$ cat src/rtl/ifp_pkg.sv
package ifp_pkg;
    localparam int BYTE_W = 8;
    localparam int DISP_W = 16;

    typedef enum logic [2:0] {
        ST_PFX   = 3'd0,
        ST_MODRM = 3'd1,
        ST_DLO   = 3'd2,
        ST_DHI   = 3'd3,
        ST_DONE  = 3'd4
    } state_e;

    typedef enum logic [1:0] {
        SEG_ES = 2'd0,
        SEG_CS = 2'd1,
        SEG_SS = 2'd2,
        SEG_DS = 2'd3
    } seg_e;

    typedef enum logic [2:0] {
        PK_NONE = 3'd0,
        PK_SEG  = 3'd1,
        PK_OPSZ = 3'd2,
        PK_ADSZ = 3'd3,
        PK_REP  = 3'd4
    } pfx_kind_e;

    typedef struct packed {
        state_e              st;
        logic                seg_v;
        seg_e                seg;
        logic                opsz;
        logic                adsz;
        logic                rep;
        logic [BYTE_W-1:0]   opcode;
        logic [1:0]          md;
        logic [2:0]          rg;
        logic [2:0]          rm;
        logic [1:0]          dlen;
        logic [DISP_W-1:0]   disp;
    } parse_t;
endpackage

$ cat src/rtl/ifp_prefix_decode.sv
module ifp_prefix_decode
    import ifp_pkg::*;
#(
    parameter logic [7:0] CODE_OPSZ = 8'h66,
    parameter logic [7:0] CODE_ADSZ = 8'h67,
    parameter logic [7:0] CODE_REPE = 8'hF3,
    parameter logic [7:0] CODE_REPN = 8'hF2
) (
    input  logic [BYTE_W-1:0] byte_i,
    output pfx_kind_e         kind_o,
    output seg_e              seg_o
);
    always_comb begin
        kind_o = PK_NONE;
        seg_o  = SEG_ES;
        unique case (byte_i)
            8'h26:     begin kind_o = PK_SEG; seg_o = SEG_ES; end
            8'h2E:     begin kind_o = PK_SEG; seg_o = SEG_CS; end
            8'h36:     begin kind_o = PK_SEG; seg_o = SEG_SS; end
            8'h3E:     begin kind_o = PK_SEG; seg_o = SEG_DS; end
            CODE_OPSZ: kind_o = PK_OPSZ;
            CODE_ADSZ: kind_o = PK_ADSZ;
            CODE_REPE: kind_o = PK_REP;
            CODE_REPN: kind_o = PK_REP;
            default:   kind_o = PK_NONE;
        endcase
    end
endmodule

$ cat src/rtl/ifp_modrm_split.sv
module ifp_modrm_split
    import ifp_pkg::*;
(
    input  logic [BYTE_W-1:0] byte_i,
    output logic [1:0]        md_o,
    output logic [2:0]        rg_o,
    output logic [2:0]        rm_o,
    output logic [1:0]        dlen_o
);
    localparam logic [2:0] RM_DIRECT = 3'b110;

    always_comb begin
        md_o = byte_i[7:6];
        rg_o = byte_i[5:3];
        rm_o = byte_i[2:0];
        unique case (byte_i[7:6])
            2'b00:   dlen_o = (byte_i[2:0] == RM_DIRECT) ? 2'd2 : 2'd0;
            2'b01:   dlen_o = 2'd1;
            2'b10:   dlen_o = 2'd2;
            default: dlen_o = 2'd0;
        endcase
    end
endmodule

$ cat src/rtl/insn_front_parser.sv
module insn_front_parser
    import ifp_pkg::*;
#(
    parameter logic [7:0] CODE_OPSZ = 8'h66,
    parameter logic [7:0] CODE_ADSZ = 8'h67,
    parameter logic [7:0] CODE_REPE = 8'hF3,
    parameter logic [7:0] CODE_REPN = 8'hF2
) (
    input  logic              clk,
    input  logic              rst,
    input  logic              in_valid,
    input  logic [BYTE_W-1:0] in_byte,
    output logic              in_ready,
    output logic              out_valid,
    input  logic              out_ready,
    output logic              out_seg_valid,
    output logic [1:0]        out_seg,
    output logic              out_opsize,
    output logic              out_adsize,
    output logic              out_rep,
    output logic [BYTE_W-1:0] out_opcode,
    output logic [1:0]        out_mod,
    output logic [2:0]        out_reg,
    output logic [2:0]        out_rm,
    output logic              out_reg_only,
    output logic [1:0]        out_disp_len,
    output logic [DISP_W-1:0] out_disp
);
    localparam int HALF_W = DISP_W / 2;

    parse_t    p_d, p_q;
    pfx_kind_e pk;
    seg_e      pseg;
    logic [1:0] m_md, m_dlen;
    logic [2:0] m_rg, m_rm;
    logic       take;

    ifp_prefix_decode #(
        .CODE_OPSZ(CODE_OPSZ),
        .CODE_ADSZ(CODE_ADSZ),
        .CODE_REPE(CODE_REPE),
        .CODE_REPN(CODE_REPN)
    ) pfx_i (
        .byte_i(in_byte),
        .kind_o(pk),
        .seg_o (pseg)
    );

    ifp_modrm_split modrm_i (
        .byte_i(in_byte),
        .md_o  (m_md),
        .rg_o  (m_rg),
        .rm_o  (m_rm),
        .dlen_o(m_dlen)
    );

    function automatic parse_t idle_state();
        parse_t p;
        p     = '0;
        p.st  = ST_PFX;
        p.seg = SEG_ES;
        return p;
    endfunction

    assign take = in_valid && in_ready;

    always_comb begin
        p_d = p_q;
        unique case (p_q.st)
            ST_PFX: begin
                if (take) begin
                    unique case (pk)
                        PK_SEG:  begin p_d.seg_v = 1'b1; p_d.seg = pseg; end
                        PK_OPSZ: p_d.opsz = 1'b1;
                        PK_ADSZ: p_d.adsz = 1'b1;
                        PK_REP:  p_d.rep  = 1'b1;
                        default: begin
                            p_d.opcode = in_byte;
                            p_d.st     = ST_MODRM;
                        end
                    endcase
                end
            end
            ST_MODRM: begin
                if (take) begin
                    p_d.md   = m_md;
                    p_d.rg   = m_rg;
                    p_d.rm   = m_rm;
                    p_d.dlen = m_dlen;
                    p_d.disp = '0;
                    p_d.st   = (m_dlen == 2'd0) ? ST_DONE : ST_DLO;
                end
            end
            ST_DLO: begin
                if (take) begin
                    if (p_q.dlen == 2'd1) begin
                        p_d.disp = {{(DISP_W-BYTE_W){in_byte[BYTE_W-1]}}, in_byte};
                        p_d.st   = ST_DONE;
                    end else begin
                        p_d.disp[HALF_W-1:0] = in_byte;
                        p_d.st               = ST_DHI;
                    end
                end
            end
            ST_DHI: begin
                if (take) begin
                    p_d.disp[DISP_W-1:HALF_W] = in_byte;
                    p_d.st                    = ST_DONE;
                end
            end
            ST_DONE: begin
                if (out_ready) begin
                    p_d = idle_state();
                end
            end
            default: p_d = idle_state();
        endcase
    end

    always_ff @(posedge clk) begin
        if (rst) begin
            p_q <= idle_state();
        end else begin
            p_q <= p_d;
        end
    end

    assign in_ready      = (p_q.st != ST_DONE);
    assign out_valid     = (p_q.st == ST_DONE);
    assign out_seg_valid = p_q.seg_v;
    assign out_seg       = p_q.seg;
    assign out_opsize    = p_q.opsz;
    assign out_adsize    = p_q.adsz;
    assign out_rep       = p_q.rep;
    assign out_opcode    = p_q.opcode;
    assign out_mod       = p_q.md;
    assign out_reg       = p_q.rg;
    assign out_rm        = p_q.rm;
    assign out_reg_only  = (p_q.md == 2'b11);
    assign out_disp_len  = p_q.dlen;
    assign out_disp      = p_q.disp;
endmodule

$ cat config.mk
export PLATFORM = sky130hd
export DESIGN_NAME = insn_front_parser
export DESIGN_NICKNAME = d
export VERILOG_FILES = /design/src/rtl/ifp_pkg.sv /design/src/rtl/ifp_prefix_decode.sv /design/src/rtl/ifp_modrm_split.sv /design/src/rtl/insn_front_parser.sv
export SDC_FILE = /design/constraint.sdc
export NUM_CORES = 1
export LEC_CHECK = 0
export BUFFER_PORTS_ARGS = -buffer_cell sky130_fd_sc_hd__buf_4
export CAP_MARGIN = 25
export CORE_MARGIN = 8
export CORE_UTILIZATION = 40
export CTS_CLUSTER_DIAMETER = 200
export CTS_CLUSTER_SIZE = 30
export DETAILED_ROUTE_END_ITERATION = 8
export GPL_TIMING_DRIVEN = 0
export PLACE_DENSITY = 0.71
export SYNTH_ARGS = -nofsm -noshare
export SYNTH_HDL_FRONTEND = slang
export SYNTH_SLANG_ARGS = --single-unit
export TNS_END_PERCENT = 30
$ cat constraint.sdc
create_clock -name clk -period 2.2 [get_ports clk]
set_clock_uncertainty 0.05 [all_clocks]
set_input_delay 0.33 -clock clk [delete_from_list [all_inputs] [get_ports clk]]
set_output_delay 0.33 -clock clk [all_outputs]
set_load 0.005 [all_outputs]
==> impl_metrics.py, run 1 <==
metrics = {
    "routing": {
        "drt_iter0_drc": 166,
        "wirelength_um": 6220,
        "route.vias.total": 2058,
        "wl_per_cell_um": 15.7,
        "firstDrtPassIters": 4,
        "viasPerCell": 5.21,
        "drc_errors": 0,
        "ant_nets": 0,
    },
    "floorplan": {
        "fp.coreArea_mm2": 0.00554,
        "start_util": 0.415,
        "die_h_um": 91.8,
        "rows": 27,
        "ioPinCount": 55,
        "dieArea_mm2": 0.00844,
        "die_w_um": 91.8,
    },
    "clock_network": {
        "cts.htree.levels": 2,
        "cts_root_buf": "clkbuf_8",
        "ctsResizeCount": 0,
        "clkSlewWorstSetupHoldPaths_ns": 0.08,
        "post-cts-setup-buffer-count": 0,
        "cts_tree": "done",
        "cts_sinks": 43,
        "cts-buffers-inserted": 5,
        "cts_buffer_depth": 2,
        "holdBufCountCts": 0,
        "clock_latency_ns": 0.29,
    },
    "power_and_ir_drop": {
        "seqPwrFrac": 0.498,
        "pwr-share-comb": 0.213,
        "intPower_uw": 1190,
        "pwr-share-clk": 0.289,
        "power.density_mw_per_mm2": 580,
        "vdd_drop_max_uv": 269,
        "cellLeakagePower_uw": 0.00128,
        "netSwitchingPower_uw": 469,
        "p_sw_frac": 0.283,
    },
    "hold_path": {
        "worstHoldStart": "in_byte[0]",
        "hold_class": "in -> reg",
    },
    "grt": {
        "grt_start_max_net_pins": 13,
        "grt_pass1_vias": 1995,
        "antenna_found_initial": 0,
        "grtUsageTotal": 0.142,
        "grt_pass1_wl_um": 9740,
        "gr-total-overflow": 0,
    },
    "layout": {
        "multi_input_area_mm2": 0.00104,
        "fill_cells": 574,
        "seq_area_um2": 861,
        "largest_register_ffs": 16,
        "area_delta_synth_final_pct": 24.4,
        "nets": 334,
        "insertedDiodeCount": 0,
        "drive_gt1_frac": 0.347,
    },
    "outcome": {
        "status": "complete, no violations",
    },
    "logic_synthesis": {
        "synth.most_common_cell": "dfxtp_1",
        "synth-edff-count": 0,
        "synth_fa_ha_area_frac": 0,
        "syn_nets": 275,
        "synth_ff_type": "dfxtp_1",
        "synth_cell_types": 48,
        "ys_seq_elements": 43,
        "synth_top_family_by_area": "compound AO/OA/AOI/OAI gates",
        "synthTopCellsByArea": "dfxtp_1 37%, buf_4 12%, a21oi_1 3.3%",
        "synth_area_per_cell_um2": 8.75,
        "muxShareOfSynthArea": 0.00870,
        "async_reset_ff_frac": 0,
        "synth_xor_area_frac": 0.00381,
        "yosys-top-cells-count": "43 x dfxtp_1, 36 x buf_4, 15 x a21oi_1, 15 x nand3_1",
        "synthCells": 263,
        "synth_compound_area_frac": 0.247,
        "syn_area_mm2": 0.00230,
        "yosysSeqAreaShare": 0.374,
        "synth_area_leader_cell": "dfxtp_1",
        "synth-simple-area-share": 0.192,
        "yosysWarnings": 0,
        "yosysTopAreaCellShare": 0.374,
    },
    "sta": {
        "fmax_mhz": 516,
        "worst_pin_slew_ns": 0.670,
        "tns_ns": 0,
        "rsz0062_at_grt": "false",
        "slew_viol_final": 0,
        "period_share": 0.881,
        "timing_hold_violations_final": 0,
        "setup_viol": 0,
        "fin_crit_ns": 1.94,
        "worst_hold_slack_ns": 0.265,
        "relSlewSlack": 0.550,
    },
    "worst_setup_path": {
        "crit_path_start": "p_q[40]",
        "worstSetupStartpointType": "flop",
        "cp.required_ns": 1.82,
        "reg2reg_from": "p_q[40]",
        "arrival_ns": 1.56,
        "end_kind": "output port",
        "path_class": "reg -> out",
        "path_max_fanout": 10,
    },
    "placement": {
        "place_hpwl_um": 4470,
        "portBuffers": 52,
        "routabilityCongestion": 0.881,
    },
    "flow_run": {
        "cap_viol_max_count": 0,
    },
}
-- final cells by class --
class                   count  area share
repair buffers             52       0.136
clock inverters             1     0.00175
multi-input cells         156       0.364
plain buffers              57       0.130
well taps                  72      0.0315
flip-flops and latches     43       0.301
inverters                   7     0.00918
clock buffers               7      0.0267
-- cells in the final DEF (no fill, tap or decap), types with 2 or more instances in the layout --
master / netlist / final
o21ai_0: 11 / 11
inv_1: 7 / 7
or3_1: 3 / 3
and3_1: 4 / 4
a22o_1: 8 / 8
clkbuf_8: 0 / 5
o311ai_0: 4 / 4
buf_2: 7 / 7
nor3b_1: 4 / 4
nor2b_1: 5 / 5
o21ai_1: 10 / 10
o41ai_2: 2 / 2
o21a_1: 2 / 2
nor2_1: 11 / 11
a22oi_1: 7 / 7
nand2_1: 9 / 9
and3b_1: 2 / 2
mux2i_1: 2 / 2
nand4_1: 11 / 11
buf_6: 2 / 2
a21oi_1: 15 / 15
buf_4: 36 / 88
and2_1: 3 / 3
and4_1: 2 / 2
o311ai_1: 4 / 4
clkbuf_1: 9 / 11
buf_1: 3 / 3
nand3_1: 15 / 15
o31ai_2: 3 / 3
dfxtp_1: 43 / 43
-- worst max-delay path: stages (launching register included) --
cell	delay (ns)
dfxtp_1	0.31
buf_2	0.22
clkbuf_1	0.35
nor2_1	0.10
nand2_1	0.12
inv_1	0.06
buf_4	0.13
-- layer usage --
layer	vias to the layer above	routed length, um	share of wire	track usage
met5	-	0	0	0
met4	0	95	0.015	0.0617
met3	8	357	0.057	0.0383
met2	60	3020	0.49	0.237
met1	947	2750	0.44	0.168
li1	1043	-	-	-
-- worst paths after layout --
check            endpoint  slack, ns  depth (start not counted)
max             out_valid       0.26                          6
max reg2reg  out_disp[15]       0.30                          6
min            out_opsize       0.26                          2
min reg2reg    out_adsize       0.40                          2
-- power by group through the flow --
stage / combinational, uW / clock [uW] / sequential [uW]
after floorplan: 228 / 0 / 840
after CTS: 353 / 496 / 827
after global routing: 385 / 522 / 831
after global placement: 346 / 0 / 844
final: 353 / 480 / 827
after detailed placement: 351 / 0 / 844
-- stage by stage --
stage / worst slack [ns] / cell area [um^2] / std cells / total power (uW) / utilization
global route: 0.0866 / 2860 / 395 / 1740 / 0.517
floorplan: 0.453 / 2300 / 263 / 1070 / -
finish: 0.261 / 2860 / 395 / 1660 / 0.517
global placement: 0.332 / 2780 / 387 / 1190 / 0.502
CTS: 0.248 / 2860 / 395 / 1680 / 0.517
detailed placement: 0.318 / 2780 / 387 / 1200 / 0.502
-- cells by family (layout without fill, tap and decap cells) --
family / count (synthesis) / after routing
XOR/XNOR: 1 / 1
multiplexers: 2 / 2
buffers and inverters: 64 / 124
AND/OR/NAND/NOR: 75 / 75
AO/OA/AOI/OAI: 78 / 78
flip-flops: 43 / 43
(Power assumes the default switching activity.)
==> run 2, diff against run 1 <==
--- a/config.mk
+++ b/config.mk
@@ -5,6 +5,7 @@
 export SDC_FILE = /design/constraint.sdc
 export NUM_CORES = 1
 export LEC_CHECK = 0
+export ABC_AREA = 1
 export BUFFER_PORTS_ARGS = -buffer_cell sky130_fd_sc_hd__buf_4
 export CAP_MARGIN = 25
 export CORE_MARGIN = 8
==> run 2 against run 1 <==
  * Worst setup slack better by 0.28 ns
  * Combinational power up 62%
  * Largest power group unchanged
  * Area after synthesis up 0.60%
  * Flip-flop and latch count unchanged
==> impl_metrics.py, run 2 <==
metrics = {
    "clock_network": {
        "cts_buffer_depth": 2,
        "holdBufCountCts": 0,
        "cts_sinks": 43,
        "cts_root_buf": "clkbuf_8",
        "clock_latency_ns": 0.30,
        "cts-buffers-inserted": 5,
        "clkSlewWorstSetupHoldPaths_ns": 0.08,
        "ctsResizeCount": 0,
        "cts.htree.levels": 2,
        "post-cts-setup-buffer-count": 0,
        "cts_tree": "done",
    },
    "logic_synthesis": {
        "synth_ff_type": "dfxtp_1",
        "synth_fa_ha_area_frac": 0,
        "muxShareOfSynthArea": 0,
        "yosysSeqAreaShare": 0.372,
        "yosysTopAreaCellShare": 0.372,
        "syn_nets": 348,
        "synth_top_family_by_area": "simple AND/OR/NAND/NOR gates",
        "yosysWarnings": 0,
        "synthTopCellsByArea": "dfxtp_1 37%, nand2_1 14%, buf_4 12%",
        "synth_xor_area_frac": 0,
        "synth.most_common_cell": "nand2_1",
        "synth_area_per_cell_um2": 6.89,
        "synthCells": 336,
        "syn_area_mm2": 0.00231,
        "async_reset_ff_frac": 0,
        "synth_cell_types": 26,
        "synth_area_leader_cell": "dfxtp_1",
        "yosys-top-cells-count": "85 x nand2_1, 43 x dfxtp_1, 37 x buf_4, 34 x inv_1",
        "synth_compound_area_frac": 0.121,
        "synth-simple-area-share": 0.305,
        "synth-edff-count": 0,
        "ys_seq_elements": 43,
    },
    "routing": {
        "viasPerCell": 4.55,
        "firstDrtPassIters": 4,
        "drt_iter0_drc": 115,
        "ant_nets": 0,
        "route.vias.total": 2126,
        "drc_errors": 0,
        "wirelength_um": 5600,
        "wl_per_cell_um": 12.0,
    },
    "worst_setup_path": {
        "path_max_fanout": 10,
        "crit_buf_inv": 1,
        "path_class": "reg -> reg",
        "cp_top_family": "simple AND/OR/NAND/NOR gates",
        "path_cells": "inv_2 > nand2_1 > nand2_1 > a21oi_4 > nand2_2 > nand2_1 > a21oi_1",
        "end_kind": "flop",
        "cpPeakStageDelay_ns": 0.47,
        "worstSetupStartpointType": "flop",
        "cp.required_ns": 2.32,
        "r2r_setup_slack_ns": 0.55,
        "cp_slowest_cell": "dfxtp_1",
        "reg2reg_to": "out_disp[3]",
        "arrival_ns": 1.77,
        "reg2reg_from": "p_q[42]",
        "crit_cells": 7,
        "r2r_cells": 7,
        "crit_top_cell": "nand2_1",
    },
    "power_and_ir_drop": {
        "cellLeakagePower_uw": 0.00142,
        "vdd_drop_max_uv": 301,
        "finalPower_uw": 2020,
        "power.density_mw_per_mm2": 697,
    },
    "placement": {
        "place_area_mm2": 0.00280,
        "portBuffers": 52,
        "place_hpwl_um": 4290,
        "routabilityCongestion": 0.885,
        "placedCellCount": 460,
    },
    "hold_path": {
        "whs_endpoint": "out_disp[1]",
        "worstHoldStart": "in_byte[1]",
        "hold_depth": 3,
        "hold_class": "in -> reg",
    },
    "sta": {
        "fmax_mhz": 604,
        "fin_crit_ns": 1.65,
        "rsz0062_at_grt": "false",
        "slew_viol_final": 0,
        "period_share": 0.752,
        "worst_pin_slew_ns": 0.509,
        "relSlewSlack": 0.661,
        "setup_viol": 0,
        "timing_hold_violations_final": 0,
        "tns_ns": 0,
    },
    "grt": {
        "grt_pass1_wl_um": 9400,
        "antenna_found_initial": 0,
        "gr-total-overflow": 0,
        "grt_start_max_net_pins": 13,
        "grt_pass1_vias": 2046,
        "grtUsageTotal": 0.136,
    },
    "floorplan": {
        "ioPinCount": 55,
        "start_util": 0.418,
        "dieArea_mm2": 0.00848,
        "die_w_um": 92.1,
        "die_h_um": 92.1,
        "fp.coreArea_mm2": 0.00554,
        "rows": 27,
    },
    "outcome": {
        "status": "complete, no violations",
    },
    "layout": {
        "insertedDiodeCount": 0,
        "final_cell_area_mm2": 0.00290,
        "nets": 407,
        "drive_gt1_frac": 0.301,
        "final_common_cell": "buf_4",
        "final_cell_mix": "89 x buf_4, 85 x nand2_1, 43 x dfxtp_1",
        "largest_register_ffs": 16,
        "finalNonFillerCells": 467,
        "area_delta_synth_final_pct": 25.2,
    },
    "flow_run": {
        "cap_viol_max_count": 0,
    },
}
[run 2: cell count changes after synthesis, sizes merged, moves of 5 or more]
cell / delta
nand2: +79
inv: +32
a21oi: +19
nor2: +19
nand3: +17
o21ai: -9
a22o: -8
o311ai: -8
a22oi: -7
nand4: -7
buf: -6
nor2b: -5
[run 2: worst reg2reg max path, cell delays in order, from the launching register on]
cell,delay [ns]
dfxtp_1,0.47
inv_2,0.07
nand2_1,0.15
nand2_1,0.13
a21oi_4,0.29
nand2_2,0.19
nand2_1,0.10
a21oi_1,0.07
[run 2: power by group]
part / switching, uW / total, uW / internal, uW / leakage [uW]
clock: 253 / 585 / 333 / 0.0000513
combinational: 330 / 571 / 241 / 0.00101
sequential: 32.3 / 864 / 832 / 0.000349
[run 2: final cells by class]
class | count | area (um^2)
plain buffers | 47 | 322
clock buffers | 6 | 72.6
clock inverters | 1 | 30.0
fillers | 568 | 2640
inverters | 39 | 146
multi-input cells | 207 | 986
flip-flops and latches | 43 | 861
well taps | 72 | 90.1
repair buffers | 52 | 390
[run 2: metal layers]
| metal | part of all wire | vias up | GRT usage |
|---|---|---|---|
| met5 | 0 | - | 0 |
| met1 | 0.45 | 944 | 0.152 |
| met4 | 0.012 | 0 | 0.0577 |
| li1 | - | 1140 | - |
| met3 | 0.052 | 4 | 0.0391 |
| met2 | 0.49 | 38 | 0.234 |
[run 2: how the worst max path moves through the flow]
stage	startpoint	end	slack, ns
after CTS	p_q[42]	out_disp[3]	0.54
after floorplan	p_q[42]	out_disp[0]	0.78
after detailed placement	in_byte[2]	out_opcode[0]	0.48
after global placement	in_byte[2]	out_opcode[3]	0.52
final	p_q[42]	out_disp[3]	0.55
after global routing	p_q[40]	p_q[41]	0.39
[run 2: logic make-up (layout without fill, tap and decap cells)]
| family | Yosys count | count (layout) |
|---|---|---|
| buf+inv | 86 | 145 |
| flops | 43 | 43 |
| compound gates | 49 | 49 |
| simple gates | 158 | 158 |
[run 2: through the flow]
step,setup WS (ns),hold slack (ns),util
2_1_floorplan,0.776,0.389,-
3_3_place_gp,0.520,0.400,0.505
3_5_place_dp,0.481,0.403,0.505
4_1_cts,0.540,0.281,0.523
5_1_grt,0.391,0.285,0.523
6_report,0.545,0.288,0.523
==> run 3, diff against run 2 <==
==> constraint.sdc (replaced) <==
create_clock -name clk -period 1.68 [get_ports clk]
set_clock_uncertainty 0.05 [all_clocks]
set_input_delay 0.252 -clock clk [delete_from_list [all_inputs] [get_ports clk]]
set_output_delay 0.252 -clock clk [all_outputs]
set_load 0.005 [all_outputs]
==> run 3 against run 2 <==
  * Total power up 33%
  * Critical path type unchanged
  * Combinational power up 36%
  * Routed wire length up 0.82%
  * Utilization up 0.63 points
  * Critical path depth up 1
  * Flip-flop and latch count unchanged
  * Clock-buffer cell count unchanged
  * Largest power group unchanged
  * Worst hold slack worse by 0.077 ns
  * Largest cell class unchanged
  * Worst setup slack worse by 0.41 ns
==> impl_metrics.py, run 3 (synthesis gave the netlist of run 2 again) <==
metrics = {
    "clock_network": {
        "cts_sinks": 43,
        "cts_tree": "done",
        "cts-buffers-inserted": 5,
        "clkSlewWorstSetupHoldPaths_ns": 0.08,
        "cts.htree.levels": 2,
        "clock_latency_ns": 0.30,
        "holdBufCountCts": 0,
        "cts_buffer_depth": 2,
        "cts_root_buf": "clkbuf_8",
    },
    "placement": {
        "place_ws_ns": 0.0231,
        "place_area_mm2": 0.00280,
        "portBuffers": 52,
        "placedCellCount": 460,
        "place_hpwl_um": 4290,
        "routabilityCongestion": 0.885,
    },
    "sta": {
        "rsz0062_at_grt": "true",
        "timing_hold_violations_final": 0,
        "fmax_mhz": 646,
        "worst_pin_slew_ns": 0.517,
        "setup_viol": 0,
        "slew_viol_final": 0,
        "worst_hold_slack_ns": 0.211,
        "fin_crit_ns": 1.55,
        "worst_slack_ns": 0.132,
        "period_share": 0.921,
        "relSlewSlack": 0.655,
    },
    "layout": {
        "drive_gt1_frac": 0.317,
        "final_cell_area_mm2": 0.00293,
        "final_common_cell": "buf_4",
        "nets": 409,
        "insertedDiodeCount": 0,
        "multi_input_area_um2": 1000,
        "area_delta_synth_final_pct": 26.7,
        "fill_cells": 568,
        "finalNonFillerCells": 469,
        "seq_area_um2": 866,
        "final_cell_mix": "91 x buf_4, 84 x nand2_1, 41 x dfxtp_1",
        "largest_register_ffs": 16,
    },
    "outcome": {
        "status": "complete, no violations",
    },
    "floorplan": {
        "fp.coreArea_mm2": 0.00554,
        "ioPinCount": 55,
        "rows": 27,
        "start_util": 0.418,
        "die_h_um": 92.1,
        "dieArea_mm2": 0.00848,
        "die_w_um": 92.1,
    },
    "routing": {
        "viasPerCell": 4.56,
        "firstDrtPassIters": 4,
        "wl_per_cell_um": 12.0,
        "drc_errors": 0,
        "wirelength_um": 5650,
        "ant_nets": 0,
        "route.vias.total": 2138,
        "drt_iter0_drc": 116,
    },
    "worst_setup_path": {
        "path_class": "reg -> reg",
        "end_kind": "flop",
        "arrival_ns": 1.73,
        "path_max_fanout": 10,
        "worstSetupStartpointType": "flop",
        "cp.required_ns": 1.87,
    },
    "grt": {
        "grtUsageTotal": 0.136,
        "grt_pass1_wl_um": 9400,
        "grt_start_max_net_pins": 13,
        "gr-total-overflow": 0,
        "antenna_found_initial": 0,
        "grt_pass1_vias": 2046,
    },
    "flow_run": {
        "cap_viol_max_count": 0,
    },
    "power_and_ir_drop": {
        "cellLeakagePower_uw": 0.00143,
        "power.density_mw_per_mm2": 913,
        "vdd_drop_max_uv": 397,
    },
    "hold_path": {
        "hold_class": "in -> reg",
    },
}
run 3: path summary, 6_finish.rpt:
kind,cells after the start,startpoint,end,slack [ns]
worst max register to register,8,p_q[41],out_opcode[4],0.13
worst min-delay path,3,in_byte[1],out_disp[1],0.21
worst max-delay path,8,p_q[41],out_opcode[4],0.13
worst min register to register,2,out_disp[7],out_disp[7],0.41
run 3: power by group:
part           internal, uW  leakage [uW]  total [uW]  switching, uW
clock network           436     0.0000513         768            332
registers              1090      0.000351        1130           45.2
logic                   335       0.00103         776            441
run 3: cell type report:
type                            count  share of cell area
Multi-Input combinational cell    207               0.341
Sequential cell                    43               0.295
Timing Repair Buffer               54               0.138
Buffer                             47               0.110
Inverter                           39              0.0499
Tap cell                           72              0.0307
Clock buffer                        6              0.0247
Clock inverter                      1              0.0102
run 3: repair_timing:
action / CTS / global route
endpoints found under the setup margin: 0 / 38
setup buffers: 0 / 2
gates resized for setup: 0 / 9
run 3: critical path, cell delays in order, from the launching register on:
cell	delay [ns]
dfxtp_2	0.35
nor2_2	0.19
nand3b_2	0.19
nand2_1	0.17
nand2_1	0.12
buf_2	0.19
nand3_1	0.08
nand2_1	0.06
nor2_1	0.09
run 3: metal layers:
metal / vias up / GRT usage / wire length (um)
met5: - / 0 / 0
met4: 0 / 0.0577 / 82
met3: 6 / 0.0391 / 298
met2: 40 / 0.234 / 2790
met1: 952 / 0.152 / 2480
li1: 1140 / - / -
run 3: stage by stage:
step	TNS, ns	power (uW)	utilization
final	0	2680	0.529
after global routing	-0.0375	2850	0.529
after CTS	0	2680	0.523
after detailed placement	0	1910	0.505
after global placement	0	1900	0.505
after floorplan	0	1670	-
